## src/rtl/pirq_route_pkg.sv

```systemverilog
package pirq_route_pkg;
  localparam int PIRQ_COUNT    = 4;
  localparam int PINS_PER_SLOT = 4;
  localparam logic [7:0] ROUTE_BASE = 8'h60;
  localparam logic [7:0] ROUTE_OFF  = 8'h80;

  typedef logic [7:0] route_t;

  typedef enum int {
    PROFILE_ALL_OFF = 0,
    PROFILE_SPLIT   = 1
  } profile_e;

  // Reset value of routing byte idx under a given profile.
  function automatic route_t reset_route(input int prof, input int idx);
    if (prof == PROFILE_SPLIT) begin
      return (idx < 2) ? 8'h0a : 8'h0b;
    end
    return ROUTE_OFF;
  endfunction
endpackage

```

## src/rtl/pirq_swizzle.sv

```systemverilog
module pirq_swizzle
  import pirq_route_pkg::*;
#(
  parameter int NUM_SLOTS = 8,
  localparam int UPPER_W = (NUM_SLOTS - 1) * PINS_PER_SLOT
) (
  input  logic [UPPER_W-1:0]    slot_pins_i,  // slots 1..NUM_SLOTS-1
  output logic [PIRQ_COUNT-1:0] pirq_o
);
  always_comb begin
    pirq_o = '0;
    for (int s = 1; s < NUM_SLOTS; s++) begin
      for (int i = 0; i < PINS_PER_SLOT; i++) begin
        if (slot_pins_i[(s - 1) * PINS_PER_SLOT + i]) begin
          pirq_o[2'(i + s - 1)] = 1'b1;
        end
      end
    end
  end
endmodule

```

## src/rtl/pirq_route_regs.sv

```systemverilog
module pirq_route_regs
  import pirq_route_pkg::*;
#(
  parameter int RESET_PROFILE = 1
) (
  input  logic                          clk,
  input  logic                          rst_n,
  input  logic                          wr_en_i,
  input  logic [7:0]                    addr_i,
  input  logic [7:0]                    wdata_i,
  output logic [7:0]                    rdata_o,
  output logic [PIRQ_COUNT-1:0][7:0]    route_o
);
  logic       hit;
  logic [1:0] idx;

  assign hit = (addr_i[7:2] == ROUTE_BASE[7:2]);
  assign idx = addr_i[1:0];

  generate
    for (genvar k = 0; k < PIRQ_COUNT; k++) begin : g_byte
      always_ff @(posedge clk or negedge rst_n) begin
        if (!rst_n) begin
          route_o[k] <= reset_route(RESET_PROFILE, k);
        end else if (wr_en_i && hit && (idx == 2'(k))) begin
          route_o[k] <= wdata_i;
        end
      end
    end
  endgenerate

  assign rdata_o = hit ? route_o[idx] : 8'h00;


  route_wr_land_chk: assert property (@(posedge clk) disable iff (!rst_n)
    (wr_en_i && hit) |=> (route_o[$past(idx)] == $past(wdata_i)));


  route_miss_hold_chk: assert property (@(posedge clk) disable iff (!rst_n)
    (wr_en_i && !hit) |=> $stable(route_o));
endmodule

```

## src/rtl/pirq_irq_fanin.sv

```systemverilog
module pirq_irq_fanin
  import pirq_route_pkg::*;
#(
  parameter int IRQ_LINES = 16,
  localparam int SEL_W = $clog2(IRQ_LINES)
) (
  input  logic                       clk,
  input  logic                       rst_n,
  input  logic [PIRQ_COUNT-1:0]      pirq_i,
  input  logic [PIRQ_COUNT-1:0][7:0] route_i,
  output logic [IRQ_LINES-1:0]       irq_q
);
  logic [IRQ_LINES-1:0]  irq_nxt;
  logic [PIRQ_COUNT-1:0] live;

  generate
    for (genvar p = 0; p < PIRQ_COUNT; p++) begin : g_live
      assign live[p] = (route_i[p] < 8'(IRQ_LINES));
    end
  endgenerate

  always_comb begin
    irq_nxt = '0;
    for (int p = 0; p < PIRQ_COUNT; p++) begin
      if (live[p] && pirq_i[p]) begin
        irq_nxt[route_i[p][SEL_W-1:0]] = 1'b1;
      end
    end
  end

  always_ff @(posedge clk or negedge rst_n) begin
    if (!rst_n) irq_q <= '0;
    else        irq_q <= irq_nxt;
  end


  irq_needs_source_chk: assert property (@(posedge clk) disable iff (!rst_n)
    (|irq_q) |-> $past(|pirq_i));


  all_off_quiet_chk: assert property (@(posedge clk) disable iff (!rst_n)
    (~|live) |=> (~|irq_q));


  fanin_width_chk: assert property (@(posedge clk) disable iff (!rst_n)
    $countones(irq_q) <= PIRQ_COUNT);
endmodule

```

## src/rtl/pirq_router_top.sv

```systemverilog
module pirq_router_top
  import pirq_route_pkg::*;
#(
  parameter int NUM_SLOTS     = 8,
  parameter int IRQ_LINES     = 16,
  parameter int RESET_PROFILE = 1,
  localparam int PIN_W = NUM_SLOTS * PINS_PER_SLOT
) (
  input  logic                 clk,
  input  logic                 rst_n,
  input  logic                 cfg_wr_en,
  input  logic [7:0]           cfg_addr,
  input  logic [7:0]           cfg_wdata,
  output logic [7:0]           cfg_rdata,
  input  logic [PIN_W-1:0]     dev_int,
  output logic [IRQ_LINES-1:0] irq_level
);
  logic [PIRQ_COUNT-1:0]      pirq;
  logic [PIRQ_COUNT-1:0][7:0] route;

  pirq_swizzle #(.NUM_SLOTS(NUM_SLOTS)) u_swz (
    .slot_pins_i (dev_int[PIN_W-1:PINS_PER_SLOT]),
    .pirq_o      (pirq)
  );

  pirq_route_regs #(.RESET_PROFILE(RESET_PROFILE)) u_regs (
    .clk     (clk),
    .rst_n   (rst_n),
    .wr_en_i (cfg_wr_en),
    .addr_i  (cfg_addr),
    .wdata_i (cfg_wdata),
    .rdata_o (cfg_rdata),
    .route_o (route)
  );

  pirq_irq_fanin #(.IRQ_LINES(IRQ_LINES)) u_fanin (
    .clk     (clk),
    .rst_n   (rst_n),
    .pirq_i  (pirq),
    .route_i (route),
    .irq_q   (irq_level)
  );


  slot0_ignored_chk: assert property (@(posedge clk) disable iff (!rst_n)
    ($past(|dev_int[PINS_PER_SLOT-1:0]) && $past(~|dev_int[PIN_W-1:PINS_PER_SLOT]))
      |-> (~|irq_level));
endmodule

```

## config.mk

```make
export PLATFORM = sky130hd
export DESIGN_NAME = pirq_router_top
export DESIGN_NICKNAME = d
export VERILOG_FILES = /design/src/rtl/pirq_route_pkg.sv /design/src/rtl/pirq_swizzle.sv /design/src/rtl/pirq_route_regs.sv /design/src/rtl/pirq_irq_fanin.sv /design/src/rtl/pirq_router_top.sv
export SDC_FILE = /design/constraint.sdc
export NUM_CORES = 1
export LEC_CHECK = 0
export BUFFER_PORTS_ARGS = -buffer_cell sky130_fd_sc_hd__buf_2
export CAP_MARGIN = 20
export CORE_AREA = 2 2 65 83
export DETAILED_ROUTE_END_ITERATION = 12
export DIE_AREA = 0 0 67 85
export PLACE_DENSITY_LB_ADDON = 0.25
export SLEW_MARGIN = 25
export SYNTH_ARGS = -nofsm -noshare
export SYNTH_HDL_FRONTEND = slang
export SYNTH_SLANG_ARGS = --single-unit
```

## constraint.sdc

```tcl
create_clock -name clk -period 1.7 [get_ports clk]
set_input_delay 0.17 -clock clk [delete_from_list [all_inputs] [get_ports clk]]
set_output_delay 0.17 -clock clk [all_outputs]
set_load 0.1 [all_outputs]
```

-- Yosys cells after proc, flatten, opt, wreduce, memory -nomap -nowiden
Cells that the tools add are included.
- flip-flop bits (word level): 48
- bits in latches: 0
- RAM bits: 0
- memory bits (read-only): 0
- input port bits: 51
- output and inout port bits: 24
- logic and storage cells: 50
- memories kept: 0
- $add $sub $neg: 0
- multiply operators: 0
- divide/modulo/power cells: 0
- order comparisons: 7
- equality and inequality tests: 4
- shift operators: 0
- mux-type cells: 23
- bitwise logic cells: 1
- reduce and logical (&&, ||, !) cells: 10
- operators with widths (cell ; count):
    2-to-1 mux 16 bit ; 2
    binary-select mux 8 bit (select 2 bit) ; 1
    < comparator 8 x 5 -> 1 bit, second input constant ; 2
    2-to-1 mux 1 bit ; 16
    2-to-1 mux 8 bit ; 2
    OR 16 bit ; 1
    < comparator 4 x 5 -> 1 bit, second input constant ; 2
    logical AND 1 bit ; 9
    demux 1 bit (select 4 bit) ; 2
    >= comparator 4 x 1 -> 1 bit, second input constant ; 2
    equality test 6 x 5 -> 1 bit, second input constant ; 1
    equality test 2 bit, second input constant ; 2
    < comparator 2 x 3 -> 1 bit, second input constant ; 1
    equality test 2 x 1 -> 1 bit, second input constant ; 1
    zero test 2 bit ; 1

-- Depth between registers and ports, before layout
- depth after elaboration: 11
- depth in mapped cells: 5
- mapped depth without buffers: 3

-- Modules after synthesis
A second synthesis with hierarchy kept.
- cells, all modules: 213
- area total of the unflattened synthesis: 2635.0 sq um
- by module, submodules not included (module ; times used ; cells an instance ; area an instance (sq um) ; seq. area each (sq um)):
    pirq_route_regs ; 1 ; 93 ; 1560.2 ; 813.3
    pirq_irq_fanin ; 1 ; 111 ; 1026.0 ; 400.4
    pirq_swizzle ; 1 ; 9 ; 48.8 ; 0.0

-- Worst setup path after synthesis
No wires, ideal clock.
- path type: input port to output port
- from: input cfg_addr[3]
- to: output cfg_rdata[0]
- arrival time: 2688 ps
- required time: 1530 ps
- setup slack: -1158 ps
- stages on the path: 4
- buffers on the path: 1
- cells stage by stage: or4b_1 buf_4 or3b_1 nor2b_1
- longest elaborated chain between the ends: 2
- ends and longest elaborated chain (element ; line ; source):
    from (decl) ; pirq_router_top.sv:12 ; input logic [7:0] cfg_addr,
    equality test 6 x 5 -> 1 bit ; pirq_route_regs.sv:17 ; assign hit = (addr_i[7:2] == ROUTE_BASE[7:2]);
    2-to-1 mux 8 bit ; pirq_route_regs.sv:32 ; assign rdata_o = hit ? route_o[idx] : 8'h00;
    to (decl) ; pirq_router_top.sv:14 ; output logic [7:0] cfg_rdata,
Every way passes these cells.

-- Worst setup path after layout
- from: input cfg_addr[3]
- to: output cfg_rdata[3]
The elaborated chain is that of the path after synthesis.

==> impl_results.md <==
* CTS root buffer: clkbuf_8
* Top achievable clock speed at 545 MHz
* Worst endpoint data arrival time at 1.67 ns
* Critical Path Start Type: primary input
* Pint at 0.00180 W
* Hold WC Path Type: primary input to flop
* Maximum number of pins on one net before global-route repair at 29
* Number of clock buffers inserted by TritonCTS at 5
* Ports at 75
* Cell count after synthesis at 160
* Cell row count at 29
* GRT Total Usage at 18.7%
* Global-route wire length before repair at 8.02 mm
* Maximum count of clock buffers along a single path at 2
* First-pass DRT Iterations at 4
* Ordered cell list for the critical path: buf_6 -> or4b_4 -> or3b_4 -> nor2b_4 -> buf_12
* Die span in x at 67 µm
* Layout cell share with drive strength beyond 1 at 61.5%
* Switching share of power at 26.6%
* Post-Route Utilization at 63.3%
* Layout-stage area growth over the synthesis result at 37.1%
* Clock net sink count at 48
* Buffers added on ports at 56
* Number of antenna violations at the first check in global routing at 0
* Failing checks: setup timing
* Final WS setup at -0.136 ns
* Largest stage delay, worst path at 0.53 ns
* Standard cell with the maximum stage delay on the critical path: or4b_4
* Number of flip-flops and latches in the synthesized netlist at 48
* Clock latency at the later pin of the worst-skew pair at 0.30 ns
* Type of destination of the critical path: output port
* Clock-pin slew of the registers on the worst-case setup and hold paths at 0.09 ns
* Library cells used by synthesis at 31
* Actual slew at the worst max-slew pin at 0.487 ns
* Critical path type: primary input to output port
* Total placed cells including tap cells at 286
* Summed instance area of the synthesized netlist at 2280 µm²
* Core region area at 4930 µm²
* Post-layout instance count excluding filler cells at 296
* Psw at 0.000651 W
* Tightest slew margin relative to the limit at 67.7%
* NumNets Final at 284
* Detail Placement HPWL at 3.72 mm
* Pins Over Slew Limit at 0
* Die Y-Extent at 85 µm
* Number of remaining DRC errors at 0
* Max-cap violations at 0
* Synth async-reset ratio at 100%
* First-iteration detailed-routing DRC count at 72
* Total overflow reported by the global router at 0
* Dominant cell type by area after synthesis: dfrtp_1
* Portion of synthesized cell area occupied by the leading cell type at 41.7%
* Proportion of synthesized chip area in sequential cells at 53.3%
* Part of the power in combinational logic at 16.3%
* WL/cell at 16.6 µm
* Power after layout at 0.00245 W
* IR Drop Worst-Case VDD at 0.485 mV
* Final setup viols at 8
* Post-route clock skew at 0.00591 ns
* Post-synth EDFFs at 0
* Starting density of the core at 46.2%
* Most area-consuming cells after synthesis: dfrtp_1 (42%), mux2_2 (12%), dfstp_2 (12%), mux4_2 (7.9%), mux2_4 (5.3%)
* Max Fanout on Critical Path at 8
* Number of synthesis warnings at 0
* Fillers at 409
* Run status: finished with violations
* Worst Path Required at 1.53 ns
* Cell Pwr Density at 784 nW/µm²
* Aggregate negative setup slack at -1.07 ns
* Post-synth top cells: dfrtp_1 (38), mux2_2 (24), o22ai_1 (16)
* Vias at 1598
* Vias in the first global route at 1590
* Leakage power of the design at 1.41 nW
* Commonest register cell after synthesis: dfrtp_1
* Mean post-synth cell area at 14.2 µm²
* Clock share of power at 33.2%
* Part of the total power dissipated in sequential elements at 50.5%
* Total Wirelength at 4.91 mm
* Diodes inserted at 0
* Final hold vios at 0
* Clock tree from TritonCTS: done
* Most instantiated library cell after synthesis: dfrtp_1
* Vias per cell at 5.40
* Post-layout minimum cycle time at 1.84 ns
* Die area at 5700 µm²
* Share of the clock period used by the worst path at 108%
* ANT nets after route at 0
* Net count after synthesis at 211
* Final weighted congestion in routability-driven placement at 0.839
* H-tree Lvls at 2
* Unrepaired setup endpoints after global routing: yes
-- kinds of logic after synthesis --
| family | after synthesis | share of synthesized area [%] |
|---|---|---|
| flops | 48 | 53.3 |
| simple gates | 41 | 12.8 |
| compound gates | 24 | 7.25 |
| mux | 40 | 25.0 |
| buf+inv | 7 | 1.65 |
-- layer usage --
layer / up-vias / GRT usage [%] / part of all wire [%]
met5: - / 0 / 0
met3: 11 / 3.71 / 4.9
met4: 0 / 7.61 / 2.2
li1: 764 / - / -
met1: 773 / 22.2 / 40
met2: 50 / 32.3 / 52
-- stage by stage --
stage                     hold slack (ns)  setup slack (ns)  instance area, µm²
after floorplan                    -0.126            -0.325                2400
after global placement              0.142            -0.176                2970
after detailed placement            0.147            -0.198                2970
after CTS                           0.136            -0.165                3100
after global routing                0.140            -0.174                3120
final                               0.143            -0.136                3120
-- critical path: cells and delay by family --
kind / cells / cell delay, ns
AND/OR/NAND/NOR: 3 / 1.23
buffers and inverters: 2 / 0.27
-- repair_timing --
action,CTS,global route
hold endpoints to repair,16,0
endpoints found under the setup margin,8,14
pin swaps,2,2
hold buffers,1,0
gates resized for setup,1,4
setup buffers,1,0
-- final timing paths --
kind	start	endpoint	slack [ns]	depth (start not counted)
max in group asynchronous	rst_n	u_regs.route_o[24]	0.77	3
worst max-delay path	cfg_addr[3]	cfg_rdata[3]	-0.14	5
worst min register to register	u_regs.route_o[28]	u_regs.route_o[28]	0.51	1
worst min-delay path	cfg_wdata[1]	u_regs.route_o[9]	0.14	2
min in group asynchronous	rst_n	u_fanin.irq_q[13]	0.35	2
worst max register to register	u_regs.route_o[15]	u_fanin.irq_q[6]	0.21	4
-- state kept, by name (all words and copies together) (netlist names) --
signal	count
u_regs.route_o	32
u_fanin.irq_q	16
-- final cells by class --
class / count / area [µm²] / area share, %
sequential: 48 / 1210 / 38.9
multi-input combinational: 105 / 1160 / 37.0
timing repair buffer: 70 / 553 / 17.7
tap: 62 / 77.6 / 2.48
clock buffer: 5 / 68.8 / 2.20
clock inverter: 3 / 42.5 / 1.36
inverter: 3 / 11.3 / 0.361
-- cell usage in the layout, fill, tap and decap left out, drive strengths merged, types with 3 or more instances in the layout --
| cell | count |
|---|---|
| nor2 | 4 |
| o2111ai | 4 |
| nand2 | 3 |
| inv | 3 |
| buf | 69 |
| mux4 | 8 |
| dfrtp | 38 |
| clkbuf | 5 |
| nor4 | 3 |
| dfstp | 10 |
| or4 | 3 |
| nand2b | 4 |
| o22ai | 16 |
| o211ai | 4 |
| mux2 | 32 |
| nor2b | 11 |
-- power by group through the flow --
stage               sequential (W)  clock, W  combinational (W)
floorplan                  0.00135         0           0.000165
global placement           0.00126         0           0.000390
detailed placement         0.00126         0           0.000394
CTS                        0.00124  0.000830           0.000399
global route               0.00124  0.000874           0.000428
finish                     0.00124  0.000813           0.000398
(Power assumes the default switching activity.)
